`config.mk`:
```
export PLATFORM = sky130hd
export DESIGN_NAME = tag_status_table
export DESIGN_NICKNAME = d
export VERILOG_FILES = /design/src/rtl/tst_pkg.sv /design/src/rtl/tst_reset_sync.sv /design/src/rtl/tst_entry.sv /design/src/rtl/tst_read_port.sv /design/src/rtl/tag_status_table.sv
export SDC_FILE = /design/constraint.sdc
export NUM_CORES = 1
export LEC_CHECK = 0
export BUFFER_PORTS_ARGS = -buffer_cell sky130_fd_sc_hd__buf_2
export CORE_ASPECT_RATIO = 1.1
export CORE_MARGIN = 3
export CORE_UTILIZATION = 30
export CTS_BUF_LIST = sky130_fd_sc_hd__clkbuf_8 sky130_fd_sc_hd__clkbuf_16
export CTS_CLUSTER_DIAMETER = 60
export DETAILED_ROUTE_END_ITERATION = 8
export GPL_ROUTABILITY_DRIVEN = 1
export PLACE_DENSITY_LB_ADDON = 0.25
export SLEW_MARGIN = 20
export SYNTH_ARGS = -nofsm -noshare
export SYNTH_HDL_FRONTEND = slang
export SYNTH_HIERARCHICAL = 1
export SYNTH_SLANG_ARGS = --single-unit
```
`constraint.sdc`:
```
create_clock -name clk -period 10 [get_ports clk]
set_input_delay 0 -clock clk [delete_from_list [all_inputs] [get_ports clk]]
set_output_delay 0 -clock clk [all_outputs]
set_load 0.005 [all_outputs]
```
`src/rtl/tst_pkg.sv`:
```
package tst_pkg;
  localparam int unsigned NUM_REGS_DEF = 8;
  localparam int unsigned TAG_W_DEF    = 4;
  localparam int unsigned DATA_W_DEF   = 16;
  localparam int unsigned NUM_SRC      = 2;

  // Tag value reserved for "nothing pending".
  function automatic bit tag_is_idle(input logic [TAG_W_DEF-1:0] t);
    return (t == '0);
  endfunction
endpackage

```
`src/rtl/tst_reset_sync.sv`:
```
module tst_reset_sync (
  input  logic clk,
  input  logic rst_n,
  output logic rst_sync_n
);
  logic [1:0] stage_q;

  always_ff @(posedge clk or negedge rst_n) begin
    if (!rst_n) stage_q <= 2'b00;
    else        stage_q <= {stage_q[0], 1'b1};
  end

  assign rst_sync_n = stage_q[1];
endmodule

```
`src/rtl/tst_entry.sv`:
```
module tst_entry #(
  parameter int unsigned TAG_W  = 4,
  parameter int unsigned DATA_W = 16
) (
  input  logic              clk,
  input  logic              rst_n,
  input  logic              iss_hit,
  input  logic [TAG_W-1:0]  iss_tag,
  input  logic              cdb_valid,
  input  logic [TAG_W-1:0]  cdb_tag,
  input  logic [DATA_W-1:0] cdb_data,
  output logic [DATA_W-1:0] value_o,
  output logic [TAG_W-1:0]  tag_o
);
  logic [DATA_W-1:0] value_q, value_d;
  logic [TAG_W-1:0]  tag_q, tag_d;
  logic              cdb_match, value_en, tag_en;

  // Next-state logic
  always_comb begin
    cdb_match = cdb_valid && (tag_q != '0) && (cdb_tag == tag_q);
    value_en  = cdb_match;
    tag_en    = iss_hit || cdb_match;
    value_d   = cdb_data;
    tag_d     = iss_hit ? iss_tag : '0;
  end

  // State registers
  always_ff @(posedge clk or negedge rst_n) begin
    if (!rst_n) begin
      value_q <= '0;
      tag_q   <= '0;
    end else begin
      if (value_en) value_q <= value_d;
      if (tag_en)   tag_q   <= tag_d;
    end
  end

  assign value_o = value_q;
  assign tag_o   = tag_q;

  // Input assumption: reserved tag is never issued
  a_r10_no_idle_issue: assert property (@(posedge clk) disable iff (!rst_n)
    iss_hit |-> (iss_tag != '0));

  a_r2_issue_records_tag: assert property (@(posedge clk) disable iff (!rst_n)
    iss_hit |=> (tag_o == $past(iss_tag)));

  a_r4_stale_result_dropped: assert property (@(posedge clk) disable iff (!rst_n)
    (cdb_valid && (cdb_tag != tag_o)) |=> (value_o == $past(value_o)));

  a_r5_match_loads_value: assert property (@(posedge clk) disable iff (!rst_n)
    (cdb_valid && (tag_o != '0) && (cdb_tag == tag_o)) |=> (value_o == $past(cdb_data)));

  a_r5_match_clears_tag: assert property (@(posedge clk) disable iff (!rst_n)
    (cdb_valid && (tag_o != '0) && (cdb_tag == tag_o) && !iss_hit) |=> (tag_o == '0));

  a_r10_idle_broadcast_inert: assert property (@(posedge clk) disable iff (!rst_n)
    (cdb_valid && (cdb_tag == '0)) |=> $stable(value_o));
endmodule

```
`src/rtl/tst_read_port.sv`:
```
module tst_read_port #(
  parameter int unsigned NUM_REGS = 8,
  parameter int unsigned TAG_W    = 4,
  parameter int unsigned DATA_W   = 16,
  localparam int unsigned IDX_W   = $clog2(NUM_REGS)
) (
  input  logic [NUM_REGS-1:0][DATA_W-1:0] values,
  input  logic [NUM_REGS-1:0][TAG_W-1:0]  tags,
  input  logic [IDX_W-1:0]                idx,
  input  logic                            cdb_valid,
  input  logic [TAG_W-1:0]                cdb_tag,
  input  logic [DATA_W-1:0]               cdb_data,
  output logic                            ready,
  output logic [DATA_W-1:0]               value,
  output logic [TAG_W-1:0]                tag
);
  logic [DATA_W-1:0] sel_value;
  logic [TAG_W-1:0]  sel_tag;
  logic              bypass;

  always_comb begin
    sel_value = values[idx];
    sel_tag   = tags[idx];
    bypass    = cdb_valid && (sel_tag != '0) && (cdb_tag == sel_tag);
    if (sel_tag == '0) begin
      ready = 1'b1;
      value = sel_value;
      tag   = '0;
    end else if (bypass) begin
      ready = 1'b1;
      value = cdb_data;
      tag   = '0;
    end else begin
      ready = 1'b0;
      value = '0;
      tag   = sel_tag;
    end
  end
endmodule

```
`src/rtl/tag_status_table.sv`:
```
module tag_status_table #(
  parameter int unsigned NUM_REGS = tst_pkg::NUM_REGS_DEF,
  parameter int unsigned TAG_W    = tst_pkg::TAG_W_DEF,
  parameter int unsigned DATA_W   = tst_pkg::DATA_W_DEF,
  localparam int unsigned IDX_W   = $clog2(NUM_REGS)
) (
  input  logic              clk,
  input  logic              rst_n,
  input  logic              iss_valid,
  input  logic [IDX_W-1:0]  iss_dst,
  input  logic [TAG_W-1:0]  iss_tag,
  input  logic              cdb_valid,
  input  logic [TAG_W-1:0]  cdb_tag,
  input  logic [DATA_W-1:0] cdb_data,
  input  logic [IDX_W-1:0]  src_a_idx,
  output logic              src_a_ready,
  output logic [DATA_W-1:0] src_a_value,
  output logic [TAG_W-1:0]  src_a_tag,
  input  logic [IDX_W-1:0]  src_b_idx,
  output logic              src_b_ready,
  output logic [DATA_W-1:0] src_b_value,
  output logic [TAG_W-1:0]  src_b_tag
);
  localparam int unsigned NSRC = tst_pkg::NUM_SRC;

  logic                            rst_sync_n;
  logic [NUM_REGS-1:0][DATA_W-1:0] reg_values;
  logic [NUM_REGS-1:0][TAG_W-1:0]  reg_tags;
  logic [NSRC-1:0][IDX_W-1:0]      src_idx;
  logic [NSRC-1:0]                 src_ready;
  logic [NSRC-1:0][DATA_W-1:0]     src_value;
  logic [NSRC-1:0][TAG_W-1:0]      src_tag;

  tst_reset_sync u_rsync (
    .clk        (clk),
    .rst_n      (rst_n),
    .rst_sync_n (rst_sync_n)
  );

  for (genvar r = 0; r < NUM_REGS; r++) begin : g_reg
    logic hit;
    assign hit = iss_valid && (iss_dst == IDX_W'(r));
    tst_entry #(.TAG_W(TAG_W), .DATA_W(DATA_W)) u_entry (
      .clk       (clk),
      .rst_n     (rst_sync_n),
      .iss_hit   (hit),
      .iss_tag   (iss_tag),
      .cdb_valid (cdb_valid),
      .cdb_tag   (cdb_tag),
      .cdb_data  (cdb_data),
      .value_o   (reg_values[r]),
      .tag_o     (reg_tags[r])
    );
  end

  assign src_idx[0] = src_a_idx;
  assign src_idx[1] = src_b_idx;

  for (genvar s = 0; s < NSRC; s++) begin : g_src
    tst_read_port #(.NUM_REGS(NUM_REGS), .TAG_W(TAG_W), .DATA_W(DATA_W)) u_port (
      .values    (reg_values),
      .tags      (reg_tags),
      .idx       (src_idx[s]),
      .cdb_valid (cdb_valid),
      .cdb_tag   (cdb_tag),
      .cdb_data  (cdb_data),
      .ready     (src_ready[s]),
      .value     (src_value[s]),
      .tag       (src_tag[s])
    );
  end

  assign src_a_ready = src_ready[0];
  assign src_a_value = src_value[0];
  assign src_a_tag   = src_tag[0];
  assign src_b_ready = src_ready[1];
  assign src_b_value = src_value[1];
  assign src_b_tag   = src_tag[1];

  // an issued destination is not ready in the following cycle unless its result arrives then
  a_r2_busy_after_issue: assert property (@(posedge clk) disable iff (!rst_sync_n)
    (iss_valid && (src_a_idx == iss_dst)) ##1 (!cdb_valid && (src_a_idx == $past(iss_dst)))
      |-> !src_a_ready);

  // operand A never reports both ready and a pending tag
  a_r7_ready_excludes_tag: assert property (@(posedge clk) disable iff (!rst_sync_n)
    src_a_ready |-> (src_a_tag == '0));
endmodule

```
==> metrics.md, run 1 <==
| Metric | Value |
|---|---|
| Switch share | a little over a third |
| Final core utilization | 35.8% |
| Synth top area share | about two fifths |
| DR DRC count | 0 |
| First-pass GRT wire length | 47700 um |
| Vias in the first global route | around 7400 |
| Status | finished clean |
| Slew @ Worst Pin | about 1200 ps |
| Drt first pass iters | 7 |
| MaxCap Viol Count | 0 |
| Hold endpoint | g_reg[0].u_entry/tag_o[0] |
| Adder-cell area share of the yosys netlist | 0% |
| Worst Path Arrival | between 3000 and 4000 ps |
| Initial antenna violation count | 0 |
| Clock share of power | 21.6% |
| Fmax | 0.308 GHz |
| Antenna-violating nets left | 0 |
| Layout area overhead | 16.1% |
| Compound-Gate Fraction of Synth Area | 8.63% |
| Pwr Density | 254 nW/um2 |
| Mapped cell area | about 10000 um2 |
| Post-CTS sizing | 0 |
| Post-synth top cells | dfrtp_1, mux2_2, mux4_2, inv_1, nand3_1 |
| Worst r2r src | g_reg[6].u_entry/tag_o[1] |
| Reg power frac | between 30% and 40% |
| DRT iter0 DRCs | slightly below 500 |
| Synth Flop Type | dfrtp_1 |
| Initial Util | slightly above 30% |
| Final setup fails | 0 |
| #FFs+latches synth | about 160 |
| CTS Sinks | between 150 and 200 |
| Leak | 5.12 nW |
| Largest net degree at the start of global routing | 71 |
| GR Overflow Total | 0 |
| Avg Cell Area, Syn | roughly 13 um2 |
| Register area share after synthesis | roughly two fifths |
| Worst Skew | approximately 18 ps |
| GP Congestion | slightly below 0.8 |
| Comb pwr share | ~40% |
| Ys Warns | 6 |
| Xor-xnor portion of the synthesized cell area | between 2 and 3% |
| Critical Path RT | approximately 10000 ps |
| Rel. slew slack | roughly 22% |
| RSZ-0062 raised after global routing | false |
| Via/cell ratio | about 5.4 |
| Worst vdd ir | 0.145 mV |
| Worst hold path startpoint | iss_valid |
| Synthesized instance count | about 780 |
| N_diodes | 0 |
| Mux contribution to synthesized area | between 30% and 40% |
| Total CTS buffers | 17 |
| Full die area | between 30000 and 40000 um2 |
| Fillers | ~3200 |
| Post-DR wirelength/cell | about 24 um |
| Final #Nets | between 900 and 1000 |
| Maximum clock path buffer count | 2 |
| Final number of hold-violating endpoints | 0 |
| Crit path max fanout | 17 |
| Port Buf Inserts | just under 80 |
| All-Layer GR Usage | around 17% |
| Layout cell share with drive strength beyond 1 | 47.9% |
| Area leader, netlist | dfrtp_1 |
| Post-synth ARST share | 100% |
| Min Tclk post-route | between 3000 and 4000 ps |
| Kind of end point of the critical path | output pin |
| Clk root buf | clkbuf_16 |
| Setup TNS | 0 ps |
| Via Count | around 7200 |
| Die H | between 200 and 250 um |
| Post-synthesis simple-gate area fraction | a little under a tenth |
| CTS tree | done |
| CP Launch Type | register |
| Worst hold path depth | 3 |
| P_sw | between 1 and 1.5 mW |
| DP Cell Count | between 1000 and 1500 |
| H-tree levels | 4 |
| CTS clk-pin slew, worst paths | 70 ps |
| Core Rows | 70 |
| R2R setup slack | approximately 7700 ps |
| Largest family of logic cells by synthesized area | multiplexers |
| Final WL | between 30000 and 40000 um |
| Total power draw | ~3.1 mW |
| RR Endpoint | g_reg[6].u_entry/value_o[5] |
| Post-Layout Cell Count | between 1000 and 1500 |
| Post-synth EDFFs | 0 |
| DP Wirelength | a little under 20000 um |
| Largest cells by area after synthesis | dfrtp_1, mux2_2, mux4_2, o41ai_2, nand3_1 |
| Hold crit path type | input port to register |
| Final period util | approximately 32% |
| Syn nets | a little over 800 |
| Later-pin clock latency in the skew report | 430 ps |
| Worst Setup Path Type | register to output pin |
| Die Span X | approximately 180 um |
| Yosys cell types | 44 |
| Num ports | between 70 and 80 |
| Internal | around 2.0 mW |
| R2R cell count | 5 |
| Area of the core | ~34000 um2 |
| Slew Limit Fails | 0 |
worst max-delay path, stage by stage, from the launching register on:
cell and delay, ps:
dfrtp_1 470, mux4_1 580, mux2i_4 250, a21boi_2 930
nand3_1 320, o41ai_2 110, buf_2 160
final cells by class:
class | count | area [um2] | area share [%]
flip-flops and latches | 162 | 4060 | 33.6
repair buffers | 123 | 806 | 6.67
multi-input cells | 531 | 5920 | 49.0
well taps | 432 | 541 | 4.47
inverters | 42 | 158 | 1.30
clock buffers | 18 | 439 | 3.63
clock inverters | 14 | 168 | 1.39
power groups by stage:
stage          Combinational, mW  Sequential [mW]  Clock [mW]
2_1_floorplan              0.935             1.10           0
3_3_place_gp                1.19             1.17           0
3_5_place_dp                1.22             1.18           0
4_1_cts                     1.24             1.17       0.681
5_1_grt                     1.33             1.21       0.709
6_report                    1.23             1.18       0.663
flip-flops by register name (all words and copies together) (netlist names):
register           flops
g.u_entry/value_o    128
u_rsync/stage_q        2
g.u_entry/tag_o       32
worst max-delay path by stage:
stage	to	slack, ps	start
2_1_floorplan	g_reg[0].u_entry/tag_o[0]	5150	u_rsync/stage_q[1]
3_3_place_gp	src_a_ready	6820	src_a_idx[0]
3_5_place_dp	src_a_value[8]	6910	src_a_idx[1]
4_1_cts	src_a_value[8]	6760	g_reg[2].u_entry/tag_o[0]
5_1_grt	src_a_value[10]	6600	g_reg[2].u_entry/tag_o[0]
6_report	src_a_value[8]	6750	g_reg[2].u_entry/tag_o[0]
cells in the final DEF, fill, tap and decap left out, drive strengths merged, types with 12 or more instances in the layout:
| cell type | instances |
|---|---|
| dlygate4sd3 | 26 |
| inv | 46 |
| mux2 | 162 |
| o31ai | 12 |
| nand2 | 38 |
| buf | 97 |
| xor2 | 20 |
| mux4 | 76 |
| clkbuf | 18 |
| mux2i | 12 |
| o21ai | 32 |
| nand2b | 24 |
| o41ai | 32 |
| dfrtp | 162 |
| nand3 | 40 |
per-stage QoR:
| stage | setup WS, ps | hold WS (ps) | area (um2) |
|---|---|---|---|
| after global routing | 6600 | 161 | 12100 |
| after CTS | 6760 | 87.5 | 12100 |
| final | 6750 | 94.0 | 12100 |
| after floorplan | 5150 | -296 | 10400 |
| after detailed placement | 6910 | -207 | 11200 |
| after global placement | 6820 | -211 | 11200 |
routing by layer:
metal	wire length, um	up-vias	global-route usage, %
met4	552	0	5.25
met3	1190	27	2.22
met5	0	-	0
met1	14400	3787	23.9
met2	15200	188	28.0
li1	-	3175	-
logic make-up (layout without fill, tap and decap cells):
group / Yosys count / after routing
multiplexers: 250 / 250
flip-flops: 162 / 162
AND/OR/NAND/NOR: 146 / 146
AO/OA/AOI/OAI: 104 / 104
buffers and inverters: 86 / 197
XOR/XNOR: 30 / 30
other: 1 / 1
what timing repair did:
action,in CTS,in global routing
buffers inserted,0,0
hold endpoints to repair,162,0
hold buffers,26,0
No activity file was read; power rests on OpenSTA's default activity.
==> run 2, diff against run 1 <==
==> constraint.sdc (replaced) <==
create_clock -name clk -period 2.8 [get_ports clk]
set_input_delay 0 -clock clk [delete_from_list [all_inputs] [get_ports clk]]
set_output_delay 0 -clock clk [all_outputs]
set_load 0.005 [all_outputs]
==> metrics.md, run 2 (synthesized netlist as in run 1, its figures left out) <==
| Metric | Value |
|---|---|
| Final period util | 98.7% |
| All-Layer GR Usage | between 15 and 20% |
| Vias in the first global route | around 7700 |
| Min Tclk post-route | roughly 2800 ps |
| Most common cell after layout, fill and taps aside | mux2_2 |
| Antenna-violating nets left | 0 |
| CTS tree | done |
| Later-pin clock latency in the skew report | around 430 ps |
| Drt first pass iters | 4 |
| GP Congestion | 0.809 |
| H-tree levels | 4 |
| Final number of hold-violating endpoints | 0 |
| Die H | 201 um |
| Worst Path Arrival | between 2000 and 3000 ps |
| MaxCap Viol Count | 0 |
| Via/cell ratio | roughly 5.4 |
| Worst Skew | around 10 ps |
| Layout cell share with drive strength beyond 1 | 50.9% |
| Clk root buf | clkbuf_16 |
| Worst vdd ir | 0.517 mV |
| Layout area overhead | 19.6% |
| CP Launch Type | register |
| Final core utilization | a little under two fifths |
| Final WL | between 30000 and 40000 um |
| Port Buf Inserts | 78 |
| Leak | about 5.3 nW |
| PnR worst setup slack | 36.4 ps |
| Final setup fails | 0 |
| Area of the core | ~34000 um2 |
| Num ports | 79 |
| DP Cell Count | around 1300 |
| Die Span X | 184 um |
| DP Worst Slack | -13.9 ps |
| Post-DR wirelength/cell | 23.4 um |
| GR Overflow Total | 0 |
| Fmax | about 0.36 GHz |
| Final #Nets | between 900 and 1000 |
| Hold crit path type | input port to register |
| Slew @ Worst Pin | between 700 and 800 ps |
| Pwr Density | slightly above 900 nW/um2 |
| N_diodes | 0 |
| Worst Setup Path Type | register to output pin |
| Maximum clock path buffer count | 2 |
| Hold Slack | approximately 22 ps |
| Kind of end point of the critical path | output pin |
| Initial antenna violation count | 0 |
| DR DRC count | 0 |
| CTS Sinks | ~160 |
| Crit path max fanout | 4 |
| CTS clk-pin slew, worst paths | around 70 ps |
| DP Wirelength | 20300 um |
| Commonest cells after routing, fill and taps aside | mux2_2, dfrtp_1, mux4_2, buf_2, buf_4 |
| Rel. slew slack | a little over 50% |
| Status | finished clean |
| Total CTS buffers | 17 |
| Largest register FFs | 128 |
| Largest net degree at the start of global routing | 57 |
| RSZ-0062 raised after global routing | true |
| Core Rows | 70 |
| Post-Layout Cell Count | roughly 1400 |
| Total power draw | roughly 11 mW |
| Slew Limit Fails | 0 |
| First-pass GRT wire length | approximately 50000 um |
| Critical Path RT | 2800 ps |
| Full die area | 37000 um2 |
| Via Count | 7283 |
| Initial Util | 30.9% |
| DRT iter0 DRCs | 405 |
[run 2: cell count changes in the layout (fill, tap and decap cells not counted), sizes merged]
cell         change
inv              +3
dlygate4sd3      -3
clkbuf           +2
clkinv           -9
buf             +33
clkinvlp         +2
bufinv           +2
[run 2: layout make-up]
cell class                      instances  area, um2
Multi-Input combinational cell        531       6010
Timing Repair Buffer                  153       1080
Sequential cell                       162       4060
Inverter                               42        158
Fill cell                            3251      21300
Clock buffer                           20        467
Clock inverter                         12        145
Tap cell                              432        541
[run 2: per-layer routing]
metal | GRT usage [%] | vias to the layer above | part of all wire (%)
met1 | 23.8 | 3827 | 45
met3 | 2.95 | 34 | 4.1
met5 | 0 | - | 0
met2 | 28.4 | 191 | 49
li1 | - | 3231 | -
met4 | 5.33 | 0 | 2.1
[run 2: final timing paths]
check | start | endpoint | slack [ps] | cells after the start
setup / recovery | g_reg[7].u_entry/tag_o[0] | src_b_value[2] | 40 | 8
hold / removal | iss_dst[2] | g_reg[0].u_entry/tag_o[2] | 20 | 4
setup reg to reg | g_reg[0].u_entry/tag_o[3] | g_reg[0].u_entry/value_o[14] | 710 | 6
hold reg to reg | u_rsync/stage_q[1] | g_reg[6].u_entry/value_o[11] | 230 | 0
max in group asynchronous | u_rsync/stage_q[1] | g_reg[5].u_entry/tag_o[3] | 1740 | 1
min in group asynchronous | u_rsync/stage_q[1] | g_reg[6].u_entry/value_o[11] | 230 | 0
[run 2: power by group]
group | internal (mW) | switching, mW | total [mW]
registers | 3.35 | 0.801 | 4.15
logic | 2.61 | 2.14 | 4.75
clock network | 1.41 | 1.04 | 2.45
total | 7.37 | 3.98 | 11.3
[run 2: through the flow]
step / cell area [um2] / setup TNS (ps)
floorplan: 10400 / 0
global placement: 11400 / 0
detailed placement: 11400 / -13.9
CTS: 12300 / -52.0
global route: 12500 / -750
finish: 12500 / 0
[run 2: repair_timing]
item	CTS	global route
endpoints found under the hold margin	162	0
setup endpoints to repair	28	30
gates resized for setup	16	11
hold buffers	23	0
pin swaps	2	1
buffers inserted	7	8
[run 2: critical path: stages, from the launching register on]
cell and delay (ps):
dfrtp_1 420, mux4_2 520, mux2i_4 230, xor2_2 240
o31ai_4 130, buf_4 170, o41ai_4 380, buf_4 180
buf_6 80
==> run 3, diff against run 2 <==
--- a/config.mk
+++ b/config.mk
@@ -5,13 +5,13 @@
 export SDC_FILE = /design/constraint.sdc
 export NUM_CORES = 1
 export LEC_CHECK = 0
-export BUFFER_PORTS_ARGS = -buffer_cell sky130_fd_sc_hd__buf_2
 export CORE_ASPECT_RATIO = 1.1
 export CORE_MARGIN = 3
 export CORE_UTILIZATION = 30
 export CTS_BUF_LIST = sky130_fd_sc_hd__clkbuf_8 sky130_fd_sc_hd__clkbuf_16
 export CTS_CLUSTER_DIAMETER = 60
 export DETAILED_ROUTE_END_ITERATION = 8
+export DONT_BUFFER_PORTS = 1
 export GPL_ROUTABILITY_DRIVEN = 1
 export PLACE_DENSITY_LB_ADDON = 0.25
 export SLEW_MARGIN = 20
==> metrics.md, run 3 (synthesized netlist as in run 1, its figures left out) <==
| Metric | Value |
|---|---|
| Hold Slack | -2.31 ps |
| Clk root buf | clkbuf_16 |
| MaxCap Viol Count | 0 |
| CTS clk-pin slew, worst paths | about 70 ps |
| Min Tclk post-route | between 2000 and 3000 ps |
| Die H | 201 um |
| Crit path buf inv count | 2 |
| GR Overflow Total | 0 |
| Total power draw | 11.1 mW |
| GP Congestion | between 0.8 and 0.9 |
| Port Buf Inserts | 0 |
| Drt first pass iters | 5 |
| Hold crit path type | input port to register |
| Critical Path RT | around 2800 ps |
| DRT iter0 DRCs | roughly 490 |
| Post-DR wirelength/cell | about 25 um |
| Slowest stage cell, crit path | mux4_2 |
| Final WL | around 32000 um |
| RSZ-0062 raised after global routing | true |
| Later-pin clock latency in the skew report | 440 ps |
| Worst Setup Path Type | register to output pin |
| Via Count | 7063 |
| Vias in the first global route | approximately 7400 |
| Crit path max fanout | 10 |
| Final period util | 99.5% |
| Pwr Density | about 900 nW/um2 |
| Largest net degree at the start of global routing | about 60 |
| CTS Sinks | around 160 |
| Most common cell after layout, fill and taps aside | mux2_2 |
| Crit path max-delay family | multiplexers |
| Final #Nets | approximately 880 |
| Worst vdd ir | between 0.5 and 0.6 mV |
| Fmax | about 0.36 GHz |
| Leak | 5.09 nW |
| Slew Limit Fails | 0 |
| CTS tree | done |
| Largest register FFs | about 130 |
| Kind of end point of the critical path | output pin |
| Worst-path cell chain | mux4_2, mux2i_4, xor2_4, o31ai_4, buf_12, o41ai_4, buf_4 |
| First-pass GRT wire length | about 49000 um |
| Slowest cell delay on critical path | about 510 ps |
| Die Span X | 184 um |
| Final setup fails | 0 |
| Final core utilization | a little over a third |
| Final number of hold-violating endpoints | 1 |
| Worst Skew | between 10 and 15 ps |
| Initial Util | 30.9% |
| DP Wirelength | ~20000 um |
| H-tree levels | 4 |
| Failing checks | hold timing |
| Antenna-violating nets left | 0 |
| All-Layer GR Usage | 17.6% |
| Maximum clock path buffer count | 2 |
| Layout cell share with drive strength beyond 1 | between 40 and 50% |
| Status | finished, violations left |
| Num ports | between 70 and 80 |
| Initial antenna violation count | 1 |
| Commonest cells after routing, fill and taps aside | mux2_2, dfrtp_1, mux4_2 |
| Fillers | roughly 3300 |
| CP Launch Type | register |
| Layout area overhead | 17.8% |
| DR DRC count | 0 |
| Slew @ Worst Pin | between 900 and 1000 ps |
| Total CTS buffers | 17 |
| Full die area | between 30000 and 40000 um2 |
| Via/cell ratio | roughly 5.5 |
| Area of the core | about 34000 um2 |
| Rel. slew slack | around 37% |
| Core Rows | 70 |
| Worst Path Arrival | 2790 ps |
==> run 3: changes by cell type in the layout (fill, tap and decap cells not counted), sizes merged <==
cell	change
dlygate4sd3	+12
bufinv	-2
buf	-74
inv	-1
diode	+1
clkinv	+3
==> run 3: area by class of cell <==
class,count,area (um2),area share [%]
flip-flops and latches,162,4060,33.1
inverters,42,158,1.28
clock inverters,12,96.3,0.785
multi-input cells,531,6080,49.5
clock buffers,20,467,3.80
diodes,1,2.50,0.0204
well taps,432,541,4.41
repair buffers,91,866,7.06
==> run 3: power breakdown <==
group          leakage, nW  internal (mW)  switching (mW)
Sequential            2.03           3.35           0.799
Clock                0.277           1.23            1.07
Combinational         2.78           2.61            2.01
Total                 5.09           7.19            3.88
==> run 3: what timing repair did <==
item / CTS / global route
setup endpoints to repair: 21 / 25
gates cloned: 0 / 0
pin swaps: 3 / 4
resized for setup: 15 / 19
hold buffers: 35 / 0
endpoints found under the hold margin: 162 / 0
setup buffers: 3 / 15
==> run 3: path summary, 6_finish.rpt <==
path                                                start                      endpoint  slack, ps  cells past startpoint
worst max-delay path            g_reg[6].u_entry/tag_o[0]                src_a_value[2]         10                      7
worst min-delay path                           cdb_tag[3]     g_reg[5].u_entry/tag_o[0]         -2                      3
worst max register to register  g_reg[2].u_entry/tag_o[1]  g_reg[2].u_entry/value_o[12]        660                      5
worst min register to register         u_rsync/stage_q[1]  g_reg[1].u_entry/value_o[13]        320                      0
max in group asynchronous              u_rsync/stage_q[1]     g_reg[5].u_entry/tag_o[1]       1720                      1
min in group asynchronous                           rst_n            u_rsync/stage_q[0]        320                      2
==> run 3: through the flow <==
step	instance area (um2)	setup TNS, ps	std cells	setup WS (ps)
3_3_place_gp	11000	-13.4	1205	-13.4
5_1_grt	12300	-74.6	1290	-26.1
2_1_floorplan	10400	0	779	119
3_5_place_dp	11000	-25.4	1205	-25.4
4_1_cts	12100	-298	1275	-59.9
6_report	12300	0	1291	14.9
==> run 3: layer usage <==
metal  routed length (um)  up-vias  GRT usage [%]
met5                    0        -              0
met4                  915        0           5.33
met3                 1800       45           4.05
met2                15700      196           28.9
met1                13700     3722           23.2
li1                     -     3100              -
==> run 3: tightest hold or removal path: stages <==
cell     delay (ps)
xor2_1           80
o31ai_1         240
o21ai_0          70
